==> src/rtl/pmmu_pkg.sv <==
package pmmu_pkg;
  localparam int LA_W_DEF   = 16;
  localparam int PA_W_DEF   = 24;
  localparam int REG_W_DEF  = 16;
  localparam int SLOT_W_DEF = 4;
  localparam int TASK_W_DEF = 1;

  typedef struct packed {
    logic task_sel;
    logic fine_pages;
  } ctrl_t;
endpackage

==> src/rtl/pmmu_regfile.sv <==
module pmmu_regfile #(
  parameter int REG_W  = 16,
  parameter int IDX_W  = 5,
  parameter int SLOT_W = 4
) (
  input  logic             clk,
  input  logic             rst,
  input  logic             we,
  input  logic [IDX_W-1:0] widx,
  input  logic [REG_W-1:0] wdata,
  input  logic [IDX_W-1:0] xidx,
  output logic [REG_W-1:0] xdata,
  input  logic [IDX_W-1:0] ridx,
  output logic [REG_W-1:0] rdata
);
  localparam int NREG  = 1 << IDX_W;
  localparam int SLOTS = 1 << SLOT_W;

  logic [REG_W-1:0] tbl [NREG];

  always_ff @(posedge clk) begin
    if (rst) begin
      for (int i = 0; i < NREG; i++) tbl[i] <= REG_W'(i % SLOTS);
    end else if (we) begin
      tbl[widx] <= wdata;
    end
  end

  assign xdata = tbl[xidx];
  assign rdata = tbl[ridx];
endmodule

==> src/rtl/pmmu_xlate.sv <==
module pmmu_xlate #(
  parameter int LA_W   = 16,
  parameter int PA_W   = 24,
  parameter int REG_W  = 16,
  parameter int SLOT_W = 4,
  parameter int TASK_W = 1
) (
  input  logic                     fine_pages,
  input  logic [TASK_W-1:0]        task_sel,
  input  logic [LA_W-1:0]          cpu_addr,
  input  logic [REG_W-1:0]         entry,
  output logic [TASK_W+SLOT_W-1:0] idx,
  output logic [PA_W-1:0]          phys,
  output logic                     ro
);
  localparam int OFS_F = LA_W - SLOT_W;
  localparam int OFS_C = OFS_F + 1;
  localparam int PN_F  = PA_W - OFS_F;
  localparam int PN_C  = PA_W - OFS_C;

  logic [SLOT_W-1:0] slot;

  always_comb begin
    if (fine_pages) begin
      slot = cpu_addr[LA_W-1 -: SLOT_W];
      phys = {entry[PN_F-1:0], cpu_addr[OFS_F-1:0]};
    end else begin
      slot = {1'b0, cpu_addr[LA_W-1 -: SLOT_W-1]};
      phys = {entry[PN_C-1:0], cpu_addr[OFS_C-1:0]};
    end
  end

  assign idx = {task_sel, slot};
  assign ro  = entry[REG_W-1];
endmodule

==> src/rtl/pmmu_irq.sv <==
module pmmu_irq (
  input  logic clk,
  input  logic rst,
  input  logic violate,
  input  logic clear,
  output logic pending
);
  always_ff @(posedge clk) begin
    if (rst)          pending <= 1'b0;
    else if (violate) pending <= 1'b1;
    else if (clear)   pending <= 1'b0;
  end
endmodule

==> src/rtl/pmmu_top.sv <==
module pmmu_top
  import pmmu_pkg::*;
#(
  parameter int LA_W   = LA_W_DEF,
  parameter int PA_W   = PA_W_DEF,
  parameter int REG_W  = REG_W_DEF,
  parameter int SLOT_W = SLOT_W_DEF,
  parameter int TASK_W = TASK_W_DEF,
  localparam int IDX_W = TASK_W + SLOT_W,
  localparam int CA_W  = IDX_W + 1
) (
  input  logic             clk,
  input  logic             rst,
  input  logic [LA_W-1:0]  cpu_addr,
  input  logic             cpu_we,
  output logic [PA_W-1:0]  phys_addr,
  output logic             mem_we,
  input  logic             cfg_we,
  input  logic [CA_W-1:0]  cfg_addr,
  input  logic [REG_W-1:0] cfg_wdata,
  output logic [REG_W-1:0] cfg_rdata,
  output logic             irq
);
  ctrl_t            ctrl;
  logic [IDX_W-1:0] xidx;
  logic [REG_W-1:0] xentry, rentry;
  logic             ro, hit_misc, tbl_we, irq_clr;

  assign hit_misc = cfg_addr[CA_W-1];
  assign tbl_we   = cfg_we && !hit_misc;
  assign irq_clr  = cfg_we && hit_misc && cfg_addr[0] && cfg_wdata[0];

  always_ff @(posedge clk) begin
    if (rst) ctrl <= '0;
    else if (cfg_we && hit_misc && !cfg_addr[0]) ctrl <= ctrl_t'(cfg_wdata[1:0]);
  end

  pmmu_regfile #(.REG_W(REG_W), .IDX_W(IDX_W), .SLOT_W(SLOT_W)) rf_i (
    .clk(clk), .rst(rst), .we(tbl_we), .widx(cfg_addr[IDX_W-1:0]),
    .wdata(cfg_wdata), .xidx(xidx), .xdata(xentry),
    .ridx(cfg_addr[IDX_W-1:0]), .rdata(rentry)
  );

  pmmu_xlate #(.LA_W(LA_W), .PA_W(PA_W), .REG_W(REG_W), .SLOT_W(SLOT_W),
               .TASK_W(TASK_W)) xl_i (
    .fine_pages(ctrl.fine_pages), .task_sel(TASK_W'(ctrl.task_sel)),
    .cpu_addr(cpu_addr), .entry(xentry), .idx(xidx), .phys(phys_addr), .ro(ro)
  );

  assign mem_we = cpu_we && !ro;

  pmmu_irq irq_i (
    .clk(clk), .rst(rst), .violate(cpu_we && ro), .clear(irq_clr), .pending(irq)
  );

  always_comb begin
    if (!hit_misc)       cfg_rdata = rentry;
    else if (cfg_addr[0]) cfg_rdata = REG_W'(irq);
    else                  cfg_rdata = REG_W'(ctrl);
  end
endmodule

==> config.mk <==
export PLATFORM = sky130hd
export DESIGN_NAME = pmmu_top
export DESIGN_NICKNAME = d
export VERILOG_FILES = /design/src/rtl/pmmu_pkg.sv /design/src/rtl/pmmu_regfile.sv /design/src/rtl/pmmu_xlate.sv /design/src/rtl/pmmu_irq.sv /design/src/rtl/pmmu_top.sv
export SDC_FILE = /design/constraint.sdc
export NUM_CORES = 1
export LEC_CHECK = 0
export BUFFER_PORTS_ARGS = -buffer_cell sky130_fd_sc_hd__buf_4
export CORE_ASPECT_RATIO = 0.7
export CORE_MARGIN = 8
export CORE_UTILIZATION = 55
export DETAILED_ROUTE_END_ITERATION = 16
export GPL_ROUTABILITY_DRIVEN = 0
export PLACE_DENSITY_LB_ADDON = 0.05
export SYNTH_ARGS = -nofsm -noshare
export SYNTH_HDL_FRONTEND = slang
export SYNTH_SLANG_ARGS = --single-unit
==> constraint.sdc <==
create_clock -name clk -period 2.1 [get_ports clk]
set_input_delay 0.21 -clock clk [delete_from_list [all_inputs] [get_ports clk]]
set_output_delay 0.21 -clock clk [all_outputs]
set_load 0.02 [all_outputs]
==> results.py, run 1 <==
metrics = {
    "outcome": {
        "status": "finished with violations",
        "violations": "setup timing",
    },
    "floorplanning": {
        "io_pins": 84,
        "core-area_um2": 53660,
        "initial_core_util_pct": 55.57,
        "dieArea_um2": 62030,
        "rows": 71,
        "die_height_um": 210.8,
        "die_w_um": 294.3,
    },
    "cells_and_area": {
        "drive_gt1_share_pct": 36.42,
        "finalNetCount": 2736,
        "area_growth_pct": 27.09,
        "instances_no_fill": 3465,
    },
    "synth": {
        "synth_cell_types": 62,
        "synthSimpleGateAreaFrac_pct": 15.75,
        "synth_area_um2": 29810,
        "synthArstFlopShare_pct": 0,
        "synth_edf_count": 512,
        "ys_ff_latch": 515,
        "yosys-top-cells-count": "edfxtp_1, and2_1, mux2i_1, mux4_2, clkbuf_1",
        "synth_compound_area_share_pct": 9.358,
        "yosysSeqAreaShare_pct": 51.77,
        "yosysTopAreaCellShare_pct": 51.57,
        "synth.most_common_cell": "edfxtp_1",
        "synth_area_per_cell_um2": 12.76,
        "synthMuxAreaShare_pct": 18.80,
        "synth.area.top_cells": "edfxtp_1, mux4_2, and2_1",
        "synth_cells": 2337,
        "synth_top_family_by_area": "multiplexers",
        "ys_warn_count": 0,
        "synth_ff_type": "edfxtp_1",
        "synthAdderAreaFrac_pct": 0,
        "synth-xor-area-share_pct": 0,
        "syn-num-nets": 2379,
        "yosys.area.top_type": "edfxtp_1",
    },
    "clock_network": {
        "clock_path_buffers": 3,
        "tritoncts": "yes",
        "numCtsBuffers": 51,
        "clk_pin_slew_worst_paths_ns": 0.06,
        "htreeDepth": 2,
        "cts_sinks": 515,
        "clk_latency_ns": 0.60,
        "cts_root_buf": "clkbuf_16",
    },
    "power_and_ir_drop": {
        "vdd.ir_drop.worst_mv": 0.7600,
        "finalPower_mw": 26.44,
        "power-per-cell-area_nw_per_um2": 697.8,
        "leakage_nw": 14.07,
    },
    "worst_setup_path": {
        "critPathMaxStageDelay_ns": 0.51,
        "cp_slowest_cell": "mux4_2",
        "end_kind": "output port",
        "crit_path_start": "ctrl[0]$_SDFFE_PP0P_",
        "critPathBufInv": 4,
        "required_ns": 1.89,
        "rr_startpoint": "ctrl[0]$_SDFFE_PP0P_",
        "path_delay_family": "multiplexers",
        "cp-start-kind": "flop",
        "reg2reg_to": "irq_i.pending$_SDFFE_PP0P_",
        "rr_worst_depth": 11,
        "r2r_slack_ns": -0.14,
        "cp.arrival_ns": 2.92,
        "endpoint": "phys_addr[23]",
        "crit_path_cell_trace": "buf_12, buf_12, mux2i_2, buf_4, mux4_2, mux2i_2, a22oi_2, o2bb2ai_4, buf_6",
        "worst-path-max-fanout": 7,
        "path_depth": 9,
        "worstSetupPathType": "reg -> out",
    },
    "timing": {
        "finalMaxSlewViolations": 0,
        "fin_ws_ns": -1.030,
        "finalHoldWorstSlack_ns": 0.1835,
        "relSlewSlack_pct": 61.39,
        "layout_min_cycle_time_ns": 3.130,
        "tightest_slew_ns": 0.5701,
        "finalHoldViolations": 0,
        "setup_viol": 30,
        "rsz0062_at_grt": "true",
        "timing.final.crit_share_pct": 149.0,
        "tns_ns": -21.12,
        "fin_skew_ns": 0.008998,
        "fmax_mhz": 319.5,
    },
    "run": {
        "maxCapViolations": 0,
    },
    "grt": {
        "grt_pass1_vias": 22890,
        "antenna_found_initial": 8,
        "grt_pass1_wl_um": 163300,
        "grt_max_degree": 37,
        "track_usage_pct": 36.26,
        "grt-ovfl-total": 0,
    },
    "route": {
        "avgRoutedWirePerCell_um": 33.06,
        "final_antenna_net_count": 0,
        "drt_iter0_drc": 4075,
        "drc": 0,
        "via_count": 24090,
        "drt_pass1_iterations": 9,
        "post_drt_via_cell_ratio": 6.952,
        "routed_wl_um": 114500,
    },
    "placed_design": {
        "io_buffers": 59,
        "dp_hpwl_um": 80290,
        "post-place-cells": 3360,
    },
    "min_path": {
        "hold_path_class": "in -> reg",
    },
}
placed cells by master (no fill, tap or decap), drive strengths merged, types with 5 or more instances in the layout:
cell type / n
a211o: 9
a211oi: 32
a21o: 6
a21oi: 49
a221o: 7
a221oi: 56
a22oi: 75
a31oi: 14
a32oi: 9
a41oi: 11
and2: 459
buf: 567
bufinv: 7
clkbuf: 63
clkinv: 22
edfxtp: 512
inv: 6
mux2: 9
mux2i: 203
mux4: 154
nand2: 26
nand2b: 8
nand3: 9
nor2: 109
nor2b: 22
nor3: 39
nor4: 8
o21ai: 14
o221a: 7
o221ai: 8
o22a: 12
o22ai: 33
o311ai: 6
o32ai: 5
or2: 35
or3: 74
routing by layer:
metal,GRT usage [%],up-vias,wire length (µm)
li1,-,9733,-
met1,51.60,12010,44060
met2,50.02,2013,46520
met3,13.79,326,18670
met5,0.8648,-,82
met4,13.58,4,5204
worst reg2reg max path: stages (launching register included):
cell and delay (ns):
dfxtp_4 0.37, buf_12 0.14, buf_12 0.15, buf_6 0.15
nor2b_2 0.23, buf_4 0.22, a221oi_2 0.08, o221ai_1 0.24
nand3_1 0.11, o211ai_1 0.18, buf_4 0.18, o2bb2ai_1 0.11
power by group:
group / switching (mW) / internal [mW] / total [mW]
registers: 0.383 / 11.8 / 12.2
logic: 2.71 / 2.17 / 4.89
clock network: 4.04 / 5.30 / 9.34
cell families (layout without fill, tap and decap cells):
family | after synthesis | after routing
buffers and inverters | 276 | 671
multiplexers | 366 | 366
AND/OR/NAND/NOR | 807 | 807
AO/OA/AOI/OAI | 373 | 373
flip-flops | 515 | 515
other | 0 | 3
per-stage QoR:
stage | setup WS (ns) | instance area (µm²) | util, %
after floorplan | -0.001182 | 29910 | -
after global placement | -0.9462 | 34860 | 64.97
after detailed placement | -0.9892 | 34860 | 64.97
after CTS | -0.9835 | 37540 | 69.96
after global routing | -1.069 | 37890 | 70.61
final | -1.030 | 37890 | 70.62
repair_timing:
action | in CTS | in global routing
buffers inserted | 11 | 4
gates resized for setup | 167 | 59
hold buffers | 2 | 0
endpoints found under the setup margin | 30 | 78
cloned | 3 | 1
pin swaps | 44 | 32
hold endpoints to repair | 1 | 0
cell type report:
| cell class | instances | area, µm² |
|---|---|---|
| Fill cell | 3776 | 15760 |
| Sequential cell | 515 | 15440 |
| Multi-Input combinational cell | 1546 | 14170 |
| Timing Repair Buffer | 572 | 5694 |
| Clock buffer | 62 | 1318 |
| Tap cell | 730 | 913.4 |
| Clock inverter | 29 | 317.8 |
| Inverter | 8 | 32.53 |
| Antenna cell | 3 | 7.507 |
registers in the layout, indices dropped and copies added, names as in the netlist:
| name | cells |
|---|---|
| ctrl | 2 |
| rf_i.tbl | 512 |
| irq_i.pending | 1 |
worst min-delay path by stage:
stage	from	endpoint	slack (ns)	cells past startpoint
after floorplan	cfg_wdata[2]	rf_i.tbl[12][2]$_SDFFCE_PN1P_	0.39	1
after global placement	cpu_addr[4]	phys_addr[4]	0.42	0
after detailed placement	cpu_addr[4]	phys_addr[4]	0.42	0
after CTS	cfg_wdata[1]	ctrl[1]$_SDFFE_PP0P_	0.16	3
after global routing	cfg_wdata[1]	ctrl[1]$_SDFFE_PP0P_	0.20	3
final	cfg_wdata[1]	ctrl[1]$_SDFFE_PP0P_	0.18	3
(Power assumes the default switching activity.)
==> inputs of run 2 (changes only) <==
--- a/config.mk
+++ b/config.mk
@@ -7,7 +7,7 @@
 export LEC_CHECK = 0
 export BUFFER_PORTS_ARGS = -buffer_cell sky130_fd_sc_hd__buf_4
 export CORE_ASPECT_RATIO = 0.7
-export CORE_MARGIN = 8
+export CORE_MARGIN = 3
 export CORE_UTILIZATION = 55
 export DETAILED_ROUTE_END_ITERATION = 16
 export GPL_ROUTABILITY_DRIVEN = 0
==> results.py, run 2 (synthesis results as in run 1) <==
metrics = {
    "placed_design": {
        "dp_hpwl_um": 80850,
        "post-place-cells": 3321,
        "place_area_um2": 34530,
        "pre_cts_slack_ns": -0.9751,
        "io_buffers": 59,
    },
    "timing": {
        "fmax_mhz": 315.4,
        "relSlewSlack_pct": 53.96,
        "fin_ws_ns": -1.071,
        "finalHoldViolations": 0,
        "setup_viol": 30,
        "finalMaxSlewViolations": 0,
        "timing.final.crit_share_pct": 151.0,
        "rsz0062_at_grt": "true",
        "layout_min_cycle_time_ns": 3.171,
        "tightest_slew_ns": 0.6885,
        "fin_skew_ns": 0.02951,
    },
    "clock_network": {
        "htreeDepth": 2,
        "clock_path_buffers": 3,
        "clk_latency_ns": 0.65,
        "numCtsBuffers": 50,
        "cts_root_buf": "clkbuf_16",
        "tritoncts": "yes",
        "clk_pin_slew_worst_paths_ns": 0.07,
        "cts_sinks": 515,
    },
    "route": {
        "routed_wl_um": 116400,
        "final_antenna_net_count": 0,
        "avgRoutedWirePerCell_um": 33.72,
        "via_count": 24460,
        "wl_met2_um": 46740,
        "post_drt_via_cell_ratio": 7.087,
        "highest_layer": "met4",
        "drt_pass1_iterations": 7,
        "wl_met3_um": 20150,
        "wl_met1_um": 44120,
        "drc": 0,
        "drt_iter0_drc": 4370,
    },
    "power_and_ir_drop": {
        "seqPwrFrac_pct": 47.1,
        "comb_power_share_pct": 19.0,
        "p_int_mw": 18.69,
        "power_frac_clock_pct": 33.9,
        "leakage_nw": 14.07,
        "p_sw_mw": 7.237,
        "vdd.ir_drop.worst_mv": 0.5936,
        "power-per-cell-area_nw_per_um2": 681.4,
        "sw_frac_of_total_pct": 27.91,
    },
    "cells_and_area": {
        "layout_common_cells": "edfxtp_1, and2_1, buf_4, mux2i_1, mux4_2",
        "drive_gt1_share_pct": 37.33,
        "largest_reg_flops": 512,
        "top_regs": "rf_i.tbl (512), ctrl (2), irq_i.pending (1)",
        "top_register": "rf_i.tbl",
        "design_area_um2": 38050,
        "finalNetCount": 2734,
        "instances_no_fill": 3451,
        "area_growth_pct": 27.62,
        "final_common_cell": "edfxtp_1",
    },
    "worst_setup_path": {
        "worst-path-max-fanout": 7,
        "required_ns": 1.89,
        "worstSetupPathType": "reg -> out",
        "end_kind": "output port",
        "cp.arrival_ns": 2.96,
        "cp_slowest_cell": "mux4_2",
        "cpMostUsedCell": "buf_6",
        "crit_path_cell_trace": "inv_8, buf_12, buf_6, mux4_2, a211oi_4, nor4_2, buf_4, a31oi_4, buf_6",
        "cp-start-kind": "flop",
        "critPathMaxStageDelay_ns": 0.52,
    },
    "grt": {
        "grt_max_degree": 58,
        "antenna_found_initial": 5,
        "track_usage_pct": 39.94,
        "grt_pass1_vias": 23390,
        "grt_pass1_wl_um": 165000,
        "grt-ovfl-total": 0,
    },
    "floorplanning": {
        "initial_core_util_pct": 56.36,
        "die_w_um": 284.3,
        "die_height_um": 200.8,
        "io_pins": 84,
        "rows": 70,
        "core-area_um2": 52900,
        "dieArea_um2": 57080,
    },
    "outcome": {
        "violations": "setup timing",
        "status": "finished with violations",
    },
    "run": {
        "maxCapViolations": 0,
    },
    "min_path": {
        "hold_path_class": "in -> reg",
    },
}
run 2: cell types whose count changed in the layout (fill, tap and decap cells not counted), moves of 6 or more:
cell / delta
buf_6: +10
nor3_1: -6
nor2_1: -6
clkbuf_1: +8
buf_16: +8
buf_12: -12
buf_4: -8
run 2: metal layers:
layer,GRT usage (%),up-vias
met2,53.41,2201
met4,15.71,0
met1,57.88,12180
met5,0,-
li1,-,9723
met3,16.31,351
run 2: cell type report:
class	instances	area, µm²
multi-input combinational	1546	14410
antenna	1	2.502
timing repair buffer	571	5749
clock buffer	69	1323
clock inverter	21	190.2
fill	3599	14850
sequential	515	15440
inverter	8	38.79
tap	720	900.9
run 2: final timing paths:
kind	start	end	slack (ns)	cells past startpoint
worst max-delay path	ctrl[0]$_SDFFE_PP0P_	phys_addr[18]	-1.07	9
worst min-delay path	cfg_we	ctrl[1]$_SDFFE_PP0P_	0.06	4
worst max register to register	ctrl[0]$_SDFFE_PP0P_	irq_i.pending$_SDFFE_PP0P_	-0.10	9
worst min register to register	irq_i.pending$_SDFFE_PP0P_	irq_i.pending$_SDFFE_PP0P_	0.56	2
run 2: power groups by stage:
stage / clock (mW) / sequential, mW / combinational, mW
6_report: 8.78 / 12.2 / 4.93
5_1_grt: 9.20 / 12.3 / 5.03
4_1_cts: 8.80 / 12.2 / 4.62
3_5_place_dp: 0 / 12.4 / 4.19
3_3_place_gp: 0 / 12.4 / 4.14
2_1_floorplan: 0 / 12.2 / 2.17
run 2: critical path: cells and delay by family (launching register included):
kind / cells / cell delay, ns
compound gates: 2 / 0.64
buf+inv: 5 / 0.63
mux: 1 / 0.52
flops: 1 / 0.41
simple gates: 1 / 0.08
run 2: what timing repair did:
| item | CTS | global route |
|---|---|---|
| pin swaps | 76 | 50 |
| hold endpoints to repair | 1 | 0 |
| hold buffers | 1 | 0 |
| gates resized for setup | 214 | 75 |
| endpoints found under the setup margin | 30 | 30 |
| buffers inserted | 27 | 12 |
| cloned | 8 | 4 |
run 2: stage by stage:
| stage | util [%] | total power [mW] | TNS (ns) | hold WS (ns) |
|---|---|---|---|---|
| floorplan | - | 14.41 | -0.002340 | 0.3895 |
| global placement | 65.27 | 16.50 | -14.44 | 0.4201 |
| detailed placement | 65.27 | 16.58 | -21.36 | 0.4201 |
| CTS | 70.94 | 25.60 | -20.68 | 0.02670 |
| global route | 71.92 | 26.48 | -22.19 | 0.08769 |
| finish | 71.93 | 25.93 | -21.81 | 0.05524 |
